**src/rtl/mux_bus_seq.sv**
```systemverilog
module mux_bus_seq #(
  parameter int AW  = 13,
  parameter int DW  = 8,
  parameter int NPH = 5
) (
  input  logic          clk,
  input  logic          rst_n,
  input  logic          req_valid,
  output logic          req_ready,
  input  logic [AW-1:0] req_addr,
  input  logic [DW-1:0] req_wdata,
  input  logic          req_write,
  input  logic          req_fetch,
  input  logic          irq_service,
  output logic          done,
  output logic [DW-1:0] rdata,
  output logic [DW-1:0] bus_ad_out,
  input  logic [DW-1:0] bus_ad_in,
  output logic          bus_oe,
  output logic [AW-DW-1:0] addr_hi,
  output logic          as,
  output logic          ds,
  output logic          rw,
  output logic          fetch_ind
);
  localparam int PW = $clog2(NPH);
  localparam logic [PW-1:0] PH_LAST = PW'(NPH - 1);
  localparam logic [PW-1:0] PH_DS0  = PW'(2);
  localparam logic [PW-1:0] PH_DS1  = PW'(NPH - 2);

  logic          busy;
  logic [PW-1:0] ph;
  logic [AW-1:0] a_q;
  logic [DW-1:0] w_q, r_q;
  logic          wr_q, fe_q;

  wire last    = busy && (ph == PH_LAST);
  wire addr_ph = ph < PH_DS0;
  wire take    = req_valid && req_ready;

  assign req_ready = !busy || last;

  always_ff @(posedge clk or negedge rst_n) begin
    if (!rst_n) begin
      busy <= 1'b0;
      ph   <= '0;
      a_q  <= '0;
      w_q  <= '0;
      r_q  <= '0;
      wr_q <= 1'b0;
      fe_q <= 1'b0;
    end else begin
      if (take) begin
        busy <= 1'b1;
        ph   <= '0;
        a_q  <= req_addr;
        w_q  <= req_wdata;
        wr_q <= req_write;
        fe_q <= req_fetch && !irq_service;
      end else if (last) begin
        busy <= 1'b0;
      end else if (busy) begin
        ph <= ph + 1'b1;
      end
      if (busy && !wr_q && ph == PH_DS1) r_q <= bus_ad_in;
    end
  end

  assign as         = busy && (ph == '0);
  assign ds         = busy && (ph >= PH_DS0) && (ph <= PH_DS1);
  assign bus_oe     = busy && (addr_ph || wr_q);
  assign bus_ad_out = !busy ? '0 : (addr_ph ? a_q[DW-1:0] : w_q);
  assign addr_hi    = a_q[AW-1:DW];
  assign rw         = !(busy && wr_q);
  assign fetch_ind  = busy && fe_q;
  assign done       = last;
  assign rdata      = r_q;

  assert_strobe_excl_R3: assert property (@(posedge clk) disable iff (!rst_n)
    !(as && ds));
  assert_ds_after_as_R3: assert property (@(posedge clk) disable iff (!rst_n)
    $fell(as) |-> !ds ##1 $rose(ds));
  assert_addr_hold_R4: assert property (@(posedge clk) disable iff (!rst_n)
    $fell(as) |-> $stable(bus_ad_out) && bus_oe);
  assert_rw_stable_R5: assert property (@(posedge clk) disable iff (!rst_n)
    (busy && ph != '0) |-> $stable(rw));
  assert_read_release_R6: assert property (@(posedge clk) disable iff (!rst_n)
    (ds && rw) |-> !bus_oe);
  assert_done_after_ds_R2: assert property (@(posedge clk) disable iff (!rst_n)
    done |-> $fell(ds));
  assert_fetch_start_R8: assert property (@(posedge clk) disable iff (!rst_n)
    $rose(fetch_ind) |-> as);
  assert_no_take_R9: assert property (@(posedge clk) disable iff (!rst_n)
    as |-> !req_ready);
endmodule

```
**config.mk**
```make
export PLATFORM = sky130hd
export DESIGN_NAME = mux_bus_seq
export DESIGN_NICKNAME = d
export VERILOG_FILES = /design/src/rtl/mux_bus_seq.sv
export SDC_FILE = /design/constraint.sdc
export NUM_CORES = 1
export LEC_CHECK = 0
export BUFFER_PORTS_ARGS = -buffer_cell sky130_fd_sc_hd__buf_2
export CORE_AREA = 2 2 74 76
export CTS_CLUSTER_DIAMETER = 200
export CTS_CLUSTER_SIZE = 12
export DETAILED_ROUTE_END_ITERATION = 16
export DIE_AREA = 0 0 76 78
export PLACE_DENSITY = 0.6
export SYNTH_ARGS = -nofsm -noshare
export SYNTH_HDL_FRONTEND = slang
export SYNTH_SLANG_ARGS = --single-unit
```
**constraint.sdc**
```tcl
create_clock -name clk -period 1.5 [get_ports clk]
set_input_delay 0.075 -clock clk [delete_from_list [all_inputs] [get_ports clk]]
set_output_delay 0.075 -clock clk [all_outputs]
set_load 0.1 [all_outputs]
```
==> impl_metrics.csv <==
group,metric,value,unit
critical_path,crit_buf_inv,5,
min_path,holdPathStages,2,
critical_path,ff2ff_path_depth,7,
clocking,ctsLongestPathBuffers,2,
final_layout,num-fill-cells,433,
clocking,h-tree-depth,2,
final_layout,antenna_cells,0,
floorplan,dieWidth,76,um
timing,final.period_utilization,109,%
detailed_routing,detail_route.vias_per_cell,4.46,
global_route,globalRouteOverflowTotal,0,
global_route,grt_max_degree,36,
clocking,tritoncts.num_buffers,5,
global_route,grt_pass1_wl,6880,um
yosys,yosys.area_share.xor_xnor,0,%
critical_path,cp_slowest_stage_delay,0.41,ns
detailed_routing,number_of_drc_markers_after_the_initial_detailed_route_iteration,37,
detailed_routing,routed_wirelength,4050,um
final_layout,area_growth,65.8,%
floorplan,io_pins,63,
yosys,synth.net_count,167,
critical_path,crit_slowest_cell,"sky130_fd_sc_hd__dfrtp_1",
clocking,cts_tree,"built",
detailed_routing,antenna_violating_nets_post_route,0,
timing,finalSetupViolCount,43,
detailed_routing,drt_first_pass_iters,4,
yosys,yosys.area_share.simple,8.61,%
timing,setup_repair_after_global_routing_missed_its_margin,"true",
timing,timing.final.max_slew_violations,0,
global_route,grt_usage,15.0,%
critical_path,cp_common_cell,"sky130_fd_sc_hd__buf_6",
yosys,yosysWarnings,0,
critical_path,path_max_fanout,3,
yosys,share_of_synthesized_area_occupied_by_flip_flops_and_latches,51.1,%
final_layout,finalNetCount,245,
critical_path,rrSetupSlack,-0.13,ns
floorplan,initial_core_util,34.0,%
global_route,number_of_global_route_vias_before_repair,1381,
detailed_routing,vias,1235,
floorplan,core,5040,um^2
clocking,clock_slew_at_reported_path_ffs,0.08,ns
placed_design,place.gp.congestion,0.777,
final_layout,layout.cells.most_common,"sky130_fd_sc_hd__buf_2",
flow_run,maxCapViolCount,0,
floorplan,fp-row-count,26,
clocking,cts_root_buffer,"sky130_fd_sc_hd__clkbuf_8",
run_status,failed_checks,"negative setup slack",
final_layout,final_cell_mix,"48 x sky130_fd_sc_hd__buf_2, 34 x sky130_fd_sc_hd__dfrtp_1, 22 x sky130_fd_sc_hd__mux2_4",
min_path,hold_start,"req_write",
critical_path,path_class,"flip-flop to output port",
detailed_routing,drt-wirelength-per-cell,14.6,um
clocking,clock_insertion_delay_worst_skew,0.29,ns
critical_path,worst-endpoint-required,1.42,ns
placed_design,quantity_of_i_o_buffers_inserted_on_ports,62,
critical_path,crit_chain,"buf_6 -> inv_4 -> ha_4 -> a21boi_4 -> inv_8 -> buf_6 -> buf_12",
yosys,synth.mux.area_fraction,23.9,%
critical_path,worst_setup_path_end_kind,"output port",
run_status,outcome,"finished with violations",
timing,fmaxAchievable,0.611,GHz
yosys,ys_ff_latch,35,
yosys,synth_fa_ha_area_share,2.92,%
timing,finClkSkew,0.0105,ns
timing,maxSlewHeadroom,67.7,%
yosys,synthesis.area,1720,um^2
floorplan,die_area,5930,um^2
clocking,clock-sinks,35,
yosys,synth_compound_area_share,7.51,%
critical_path,worstReg2RegEnd,"a_q[9]",
yosys,synth.distinct_cells,27,
critical_path,r2r-start,"ph[1]",
yosys,synth_top_family_by_area,"multiplexers",
timing,post-route-worst-setup-slack,-0.137,ns
critical_path,timing.critical_path.arrival,1.56,ns
final_layout,final_layout_size_suffix_gt1_share,75.4,%
yosys,synth_cells,128,
min_path,worstHoldPathType,"input pin to flip-flop",
timing,final_hold_viol_count,0,
floorplan,die_h,78,um
timing,worstMarginPinSlew,0.488,ns
min_path,hold_path_end,"wr_q",
yosys,syn-mean-instance-area,13.4,um^2
critical_path,timing.critical_path.max_delay_family,"buffers and inverters",
timing,hold_slack,0.0154,ns
detailed_routing,dr_drc_count,0,
global_route,grt_antenna_before_repair,0,
critical_path,startpoint_type,"flip-flop",
placed_design,post-dp-hpwl,2720,um
timing,timing.final.crit_period,1.64,ns
==> cell usage after synthesis, drive strengths merged <==
master   n  area (um^2)
nor2     2         7.51
nand3b   1         7.51
o221a    1         11.3
clkbuf   1         3.75
o21ai    2         10.0
nand2b   1         6.26
and3     2         12.5
o31ai    1         7.51
o21a     1         7.51
a21oi    1         5.00
inv      4         17.5
mux2    30          409
nand2   21         95.1
and2     1         6.26
or2      1         6.26
a21boi   9         78.8
a22o     1         8.76
dfrtp   35          876
or3      1         6.26
buf      8         82.6
ha       4         50.1
==> routing by layer <==
metal | wire length, um | GRT usage [%] | vias up
met5 | 0 | 0 | -
met4 | 44 | 6.00 | 0
met3 | 186 | 4.77 | 4
met2 | 2050 | 24.0 | 29
met1 | 1770 | 18.8 | 614
li1 | - | - | 588
==> worst register-to-register path: cells and delay by family (launching register included) <==
kind	cells	cell delay (ns)
compound gates	1	0.20
fa+ha+maj	1	0.16
buf+inv	3	0.21
flops	1	0.41
mux	1	0.33
simple gates	1	0.20
==> layout make-up <==
class / count / area (um^2) / share of cell area [%]
Clock buffer: 6 / 72.6 / 2.55
Tap cell: 70 / 87.6 / 3.08
Sequential cell: 35 / 877 / 30.8
Multi-Input combinational cell: 81 / 1020 / 35.9
Clock inverter: 2 / 60.1 / 2.11
Timing Repair Buffer: 79 / 699 / 24.6
Inverter: 4 / 25.0 / 0.880
==> per-stage QoR <==
step                instances  utilization (%)  setup slack (ns)  TNS, ns  instance area, um^2
floorplan                 128                -            -0.139    -3.53                 1830
global placement          264             48.5           -0.0327  -0.0991                 2440
detailed placement        264             48.5           -0.0764    -1.04                 2440
CTS                       277             55.9            -0.171    -4.81                 2820
global route              277             56.4            -0.199    -6.55                 2840
finish                    277             56.4            -0.137    -4.12                 2840
==> registers in the layout, indices dropped and copies added, names as in the netlist <==
name   cells
ph         3
rdata      8
busy       1
w_q        8
fe_q       1
wr_q       1
a_q       13
==> how the worst max path moves through the flow <==
| stage | slack (ns) | depth (start not counted) | from | end |
|---|---|---|---|---|
| 2_1_floorplan | -0.14 | 7 | ph[1] | a_q[0] |
| 3_3_place_gp | -0.03 | 6 | ph[0] | wr_q |
| 3_5_place_dp | -0.08 | 6 | ph[0] | w_q[7] |
| 5_1_grt | -0.20 | 7 | ph[1] | req_ready |
| 6_report | -0.14 | 7 | ph[1] | req_ready |
| 4_1_cts | -0.17 | 7 | ph[1] | req_ready |
==> kinds of logic after synthesis <==
group | Yosys count
AND/OR/NAND/NOR | 30
adder cells (fa/ha/maj) | 4
flip-flops | 35
multiplexers | 30
AO/OA/AOI/OAI | 16
buffers and inverters | 13
==> what timing repair did <==
item / CTS / global route
setup buffers: 3 / 0
endpoints found under the setup margin: 43 / 46
gates cloned: 1 / 0
pin swaps: 27 / 3
hold buffers: 1 / 0
endpoints found under the hold margin: 35 / 0
gates resized for setup: 55 / 6
Power is not shown: default switching activity piles up to over one toggle a cycle in this logic, so the estimate is an artifact.
